**src/rtl/sysctl_pkg.sv**
```systemverilog
package sysctl_pkg;
  localparam int unsigned REG_W  = 8;
  localparam int unsigned B_LOCK = 1;
  localparam int unsigned B_DONE = 2;
  localparam int unsigned B_UPA  = 3;
  localparam int unsigned B_PG   = 4;
  localparam int unsigned PG_W   = 2;
  localparam int unsigned B_TAP  = 7;

  typedef struct packed {
    logic            tap;
    logic [PG_W-1:0] page;
    logic            upa;
    logic            lock;
  } cfg_t;

  // Value of the ordinarily reset fields; lock position only used on power-on
  localparam logic            TAP_RST  = 1'b1;
  localparam logic [PG_W-1:0] PAGE_RST = '0;
  localparam logic            UPA_RST  = 1'b0;
  localparam logic            LOCK_POR = 1'b1;

  function automatic logic [REG_W-1:0] assemble(input cfg_t c, input logic done);
    logic [REG_W-1:0] r;
    r                = '0;
    r[B_LOCK]        = c.lock;
    r[B_DONE]        = done;
    r[B_UPA]         = c.upa;
    r[B_PG +: PG_W]  = c.page;
    r[B_TAP]         = c.tap;
    return r;
  endfunction
endpackage

```
**src/rtl/sysctl_rst_sync.sv**
```systemverilog
module sysctl_rst_sync #(
  parameter int unsigned STAGES = 2
) (
  input  logic clk,
  input  logic arst_n,
  output logic srst_n
);
  localparam int unsigned SW = (STAGES < 2) ? 2 : STAGES;

  logic [SW-1:0] sync_q;
  logic [SW-1:0] sync_d;

  always_comb begin
    sync_d = {sync_q[SW-2:0], 1'b1};
  end

  always_ff @(posedge clk or negedge arst_n) begin
    if (!arst_n) sync_q <= '0;
    else         sync_q <= sync_d;
  end

  assign srst_n = sync_q[SW-1];
endmodule

```
**src/rtl/sysctl_cfg_bits.sv**
```systemverilog
module sysctl_cfg_bits
  import sysctl_pkg::*;
(
  input  logic             clk,
  input  logic             any_rst_n,
  input  logic             por_rst_n,
  input  logic             wr_en,
  input  logic [REG_W-1:0] wdata,
  output cfg_t             cfg_o
);
  logic            tap_q,  tap_d;
  logic [PG_W-1:0] page_q, page_d;
  logic            upa_q,  upa_d;
  logic            lock_q, lock_d;

  // Next-state: take write data when enabled, otherwise hold
  always_comb begin
    tap_d  = tap_q;
    page_d = page_q;
    upa_d  = upa_q;
    lock_d = lock_q;
    if (wr_en) begin
      tap_d  = wdata[B_TAP];
      page_d = wdata[B_PG +: PG_W];
      upa_d  = wdata[B_UPA];
      lock_d = wdata[B_LOCK];
    end
  end

  // Fields cleared by every reset
  always_ff @(posedge clk or negedge any_rst_n) begin
    if (!any_rst_n) begin
      tap_q  <= TAP_RST;
      page_q <= PAGE_RST;
      upa_q  <= UPA_RST;
    end else if (wr_en) begin
      tap_q  <= tap_d;
      page_q <= page_d;
      upa_q  <= upa_d;
    end
  end

  // Lock survives ordinary reset; only power-on presets it
  always_ff @(posedge clk or negedge por_rst_n) begin
    if (!por_rst_n)  lock_q <= LOCK_POR;
    else if (wr_en)  lock_q <= lock_d;
  end

  assign cfg_o = '{tap: tap_q, page: page_q, upa: upa_q, lock: lock_q};

  assert_lock_hold_R3: assert property (@(posedge clk) disable iff (!por_rst_n)
    !wr_en |=> $stable(lock_q));
  assert_lock_write_R3: assert property (@(posedge clk) disable iff (!por_rst_n)
    wr_en |=> (lock_q == $past(wdata[B_LOCK])));
  assert_tap_write_R7: assert property (@(posedge clk) disable iff (!any_rst_n)
    wr_en |=> (tap_q == $past(wdata[B_TAP])));
  assert_page_write_R8: assert property (@(posedge clk) disable iff (!any_rst_n)
    wr_en |=> (page_q == $past(wdata[B_PG +: PG_W]) && upa_q == $past(wdata[B_UPA])));
endmodule

```
**src/rtl/sysctl_done_hs.sv**
```systemverilog
module sysctl_done_hs (
  input  logic clk,
  input  logic rst_n,
  input  logic wr_en,
  input  logic wr_bit,
  input  logic ack_i,
  input  logic dbg_mode_i,
  output logic done_o,
  output logic sys_rst_req_o,
  output logic dbg_clr_o
);
  logic done_q, done_d;
  logic req_q,  req_d;
  logic clr_q,  clr_d;
  logic fire;

  always_comb begin
    fire   = wr_en & wr_bit & dbg_mode_i;
    done_d = done_q;
    if (wr_en) done_d = wr_bit;
    if (ack_i) done_d = 1'b0;   // acknowledge wins over a concurrent write
    req_d  = fire;
    clr_d  = fire;
  end

  always_ff @(posedge clk or negedge rst_n) begin
    if (!rst_n) begin
      done_q <= 1'b0;
      req_q  <= 1'b0;
      clr_q  <= 1'b0;
    end else begin
      done_q <= done_d;
      req_q  <= req_d;
      clr_q  <= clr_d;
    end
  end

  assign done_o        = done_q;
  assign sys_rst_req_o = req_q;
  assign dbg_clr_o     = clr_q;

  assert_ack_clears_R6: assert property (@(posedge clk) disable iff (!rst_n)
    ack_i |=> !done_q);
  assert_done_sets_R6: assert property (@(posedge clk) disable iff (!rst_n)
    (wr_en && wr_bit && !ack_i) |=> done_q);
  assert_req_needs_dbg_R4: assert property (@(posedge clk) disable iff (!rst_n)
    sys_rst_req_o |-> $past(dbg_mode_i && wr_en));
  assert_clr_needs_write_R5: assert property (@(posedge clk) disable iff (!rst_n)
    dbg_clr_o |-> $past(wr_en && wr_bit));
endmodule

```
**src/rtl/sysctl_reg.sv**
```systemverilog
module sysctl_reg
  import sysctl_pkg::*;
#(
  parameter int unsigned SYNC_STAGES = 2
) (
  input  logic             clk,
  input  logic             por_n,
  input  logic             rst_n,
  input  logic             sel_i,
  input  logic             wr_i,
  input  logic [REG_W-1:0] wdata_i,
  output logic [REG_W-1:0] rdata_o,
  input  logic             ack_i,
  input  logic             dbg_mode_i,
  output logic             pw_lock_o,
  output logic             done_o,
  output logic             upper_acc_o,
  output logic [PG_W-1:0]  page_sel_o,
  output logic             tap_en_o,
  output logic             sys_rst_req_o,
  output logic             dbg_mode_clr_o
);
  logic any_arst_n;
  logic any_srst_n;
  logic por_srst_n;
  logic wr_en;
  cfg_t cfg;
  logic done;

  assign any_arst_n = por_n & rst_n;

  sysctl_rst_sync #(.STAGES(SYNC_STAGES)) u_any_sync (
    .clk(clk), .arst_n(any_arst_n), .srst_n(any_srst_n));

  sysctl_rst_sync #(.STAGES(SYNC_STAGES)) u_por_sync (
    .clk(clk), .arst_n(por_n), .srst_n(por_srst_n));

  assign wr_en = sel_i & wr_i & any_srst_n;

  sysctl_cfg_bits u_cfg (
    .clk(clk), .any_rst_n(any_srst_n), .por_rst_n(por_srst_n),
    .wr_en(wr_en), .wdata(wdata_i), .cfg_o(cfg));

  sysctl_done_hs u_done (
    .clk(clk), .rst_n(any_srst_n), .wr_en(wr_en), .wr_bit(wdata_i[B_DONE]),
    .ack_i(ack_i), .dbg_mode_i(dbg_mode_i), .done_o(done),
    .sys_rst_req_o(sys_rst_req_o), .dbg_clr_o(dbg_mode_clr_o));

  assign rdata_o     = assemble(cfg, done);
  assign pw_lock_o   = cfg.lock;
  assign done_o      = done;
  assign upper_acc_o = cfg.upa;
  assign page_sel_o  = cfg.page;
  assign tap_en_o    = cfg.tap;

  assert_no_write_hold_R9: assert property (@(posedge clk) disable iff (!any_srst_n)
    (!(sel_i && wr_i) && !ack_i) |=> $stable(rdata_o));
  assert_pulses_aligned_R5: assert property (@(posedge clk) disable iff (!any_srst_n)
    sys_rst_req_o |-> dbg_mode_clr_o);
endmodule

```
**config.mk**
```make
export PLATFORM = sky130hd
export DESIGN_NAME = sysctl_reg
export DESIGN_NICKNAME = d
export VERILOG_FILES = /design/src/rtl/sysctl_pkg.sv /design/src/rtl/sysctl_rst_sync.sv /design/src/rtl/sysctl_cfg_bits.sv /design/src/rtl/sysctl_done_hs.sv /design/src/rtl/sysctl_reg.sv
export SDC_FILE = /design/constraint.sdc
export NUM_CORES = 1
export LEC_CHECK = 0
export BUFFER_PORTS_ARGS = -buffer_cell sky130_fd_sc_hd__buf_2
export CAP_MARGIN = 20
export CORE_AREA = 5 5 42 44
export CTS_CLUSTER_DIAMETER = 100
export DETAILED_ROUTE_END_ITERATION = 8
export DIE_AREA = 0 0 47 49
export PLACE_DENSITY = 0.69
export SLEW_MARGIN = 20
export SYNTH_ARGS = -nofsm -noshare
export SYNTH_HDL_FRONTEND = slang
export SYNTH_HIERARCHICAL = 1
export SYNTH_SLANG_ARGS = --single-unit
```
**constraint.sdc**
```tcl
create_clock -name clk -period 1.1 [get_ports clk]
set_clock_uncertainty 0.1 [all_clocks]
set_input_delay 0.055 -clock clk [delete_from_list [all_inputs] [get_ports clk]]
set_output_delay 0.055 -clock clk [all_outputs]
set_load 0.1 [all_outputs]
```
==> results.tsv <==
metric	value	unit
GRT Max-Usage Layer	met2	
Internal	0.9851	mW
Logic pwr share	55.8	%
H-tree depth	1	
Syn Area/Cell	13.03	sq um
Max Freq	0.8387	GHz
Worst Setup End Kind	output pin	
DIE AREA	0.002303	sq mm
via density per instance	3.988	
min Tclk post-route	1.192	ns
initial antenna violation count	0	
initial drt markers	0	
Post-synth top flop	dfrtp_1	
Netlist Area Pre-Place	469.2	sq um
Syn Inst Count	36	
Net Sw Power	0.8412	mW
Clock Latency Late Sink	0.26	ns
routed length per instance	12.24	microns
core area	0.001401	sq mm
Synth area leaders	dfrtp_1 (48%), buf_4 (19%), mux2_2 (12%)	
Starting Density	33.48	%
Pre-Repair DR Iteration Count	1	
met3 usage	5.904	%
post-synthesis simple-gate area fraction	5.067	%
Post-Layout Inst Area	918.4	sq um
setup violators final	13	
Clk pin slew, worst setup/hold paths	0.07	ns
clock power share	14.4	%
register area share after synthesis	59.20	%
cell taking the most area after synthesis	dfrtp_1	
Crit. Startpoint	u_cfg/tap_q	
global-route wire length before repair	1.662	mm
FFs w/ async S/R, synth	100.0	%
CP top delay family	flip-flops	
power per cell area	1989	mW/mm^2
# IOs	31	
Vias	327	
non-filler cells, final	82	
reg2reg start	u_any_sync/sync_q[1]	
final WL	1.004	mm
Setup crit start kind	register	
mux contribution to synthesized area	14.13	%
Slowest-stage cell, CP	dfstp_2	
synthesized-area fraction occupied by adder cells	0	%
number of enable flip-flop cells after synthesis	0	
sequential share of power	29.8	%
remaining antenna violation count	0	
xor and xnor fraction of the mapped netlist area	0	%
critical path, cell by cell	buf_12	
Die Y	49	microns
Slew Viols, Final	0	
max cap viols	0	
Worst Path Arrival	1.04	ns
Max Fanout on Critical Path	3	
CP peak stage delay	0.59	ns
Max rail drop VDD	0.0008677	V
Placed Instances	68	
Num CTS Buffers	3	
critical path required time	0.94	ns
CTS Root Cell	clkbuf_4	
status	complete, but fails checks	
nets	82	
Setup Buffers After CTS	0	
CTS tree	done	
Synth cell types	10	
Crit Path Class	register to output pin	
largest family of logic cells by synthesized area	buffers and inverters	
Area after DPL	772.0	sq um
total track usage	10.61	%
Die X	47	microns
Layout fillers	109	
Compound-Gate Fraction of Synth Area	0	%
share of layout cells above drive strength 1	68.18	%
final core occ	65.54	%
DRC viols	0	
worst path bufs/invs	1	
#FFs+latches synth	11	
vias in the first global route	359	
final hold vios	0	
GP Congestion	0.6260	
Sw Share	46.06	%
synth warn	6	
DP HPWL	733.5	microns
grt ovf	0	
class of the most critical hold timing path	input pin to async pin	
Port Buf Inserts	26	
Rows	14	
maximum number of pins on one net before global-route repair	8	
PnR worst setup slack	-0.09237	ns
met1 Resource Use GR	11.63	%
Area Overhead vs Synth	95.73	%
top-count cell post-synth	buf_4	
leakage	0.4236	nW
Diodes inserted	0	
unrepaired setup endpoints after global routing	yes	
clk sinks	11	
share of the synthesized area in the top cell type	48.00	%
violated checks	negative setup slack	
Max Buffers Root-to-Sink	2	
final period utilization	108.4	%
met2 usage	16.52	%
Post-synth top cells	buf_4 (12), dfrtp_1 (9), mux2_2 (5)	
## registers in the layout, indices dropped and copies added (netlist names)
| register | count |
|---|---|
| u_done/dbg_clr_o | 1 |
| u_cfg/upa_q | 1 |
| u_cfg/page_q | 2 |
| u_cfg/lock_q | 1 |
| u_por_sync/sync_q | 2 |
| u_any_sync/sync_q | 2 |
| u_done/done_o | 1 |
| u_cfg/tap_q | 1 |
## routing by layer
layer  wire (microns)  up-vias
li1                 -      158
met1              336      152
met2              553       17
met3              114        0
met4                0        0
met5                0        -
## final timing paths
kind / endpoint / slack (ns) / cells after the start
min reg2reg: u_done/dbg_clr_o / 0.07 / 1
max in group asynchronous: u_any_sync/sync_q[1] / 0.61 / 3
min: u_por_sync/sync_q[0] / 0.01 / 2
max: rdata_o[7] / -0.09 / 1
min in group clk: u_cfg/tap_q / 0.22 / 3
max reg2reg: u_cfg/page_q[1] / -0.03 / 2
## final cells by class
type,count,area [sq um],share of cell area (%)
Timing Repair Buffer,37,447.9,48.77
Sequential cell,11,295.3,32.15
Clock buffer,4,26.28,2.861
Multi-Input combinational cell,14,128.9,14.03
Tap cell,16,20.02,2.180
## power by group through the flow
stage	registers, mW	clock network (mW)	logic [mW]
final	0.544	0.263	1.02
after detailed placement	0.551	0	0.973
after CTS	0.544	0.275	1.02
after global placement	0.547	0	0.969
after global routing	0.555	0.294	1.04
after floorplan	0.627	0	0.684
## layout by cell type, fill, tap and decap left out
cell	count
buf_4	1
buf_2	12
mux2_4	5
dfrtp_2	2
and3_4	1
nor2_1	1
and3_2	1
and2_1	1
dfrtp_1	3
clkbuf_1	1
clkbuf_4	3
mux2i_1	1
buf_12	14
dfrtp_4	4
conb_1	4
dfstp_2	2
dlygate4sd3_1	10
## stage by stage
| step | hold WS, ns | worst slack, ns | setup TNS (ns) | power [mW] |
|---|---|---|---|---|
| 2_1_floorplan | -0.3406 | -0.09117 | -0.3767 | 1.311 |
| 3_3_place_gp | -0.2539 | -0.02150 | -0.06201 | 1.516 |
| 5_1_grt | 0.01591 | -0.1401 | -1.121 | 1.889 |
| 4_1_cts | 0.00006761 | -0.1070 | -0.6723 | 1.838 |
| 6_report | 0.01294 | -0.09237 | -0.5049 | 1.826 |
| 3_5_place_dp | -0.2506 | -0.03669 | -0.1052 | 1.523 |
## logic make-up (layout without fill, tap and decap cells)
family,Yosys count,in the layout
other,3,4
buffers and inverters,12,41
AND/OR/NAND/NOR,4,4
flip-flops,11,11
multiplexers,6,6
## repair_timing
item,in CTS,in global routing
gates resized for setup,4,2
hold endpoints to repair,11,0
endpoints found under the setup margin,17,20
hold buffers,10,0
(Power assumes the default switching activity.)
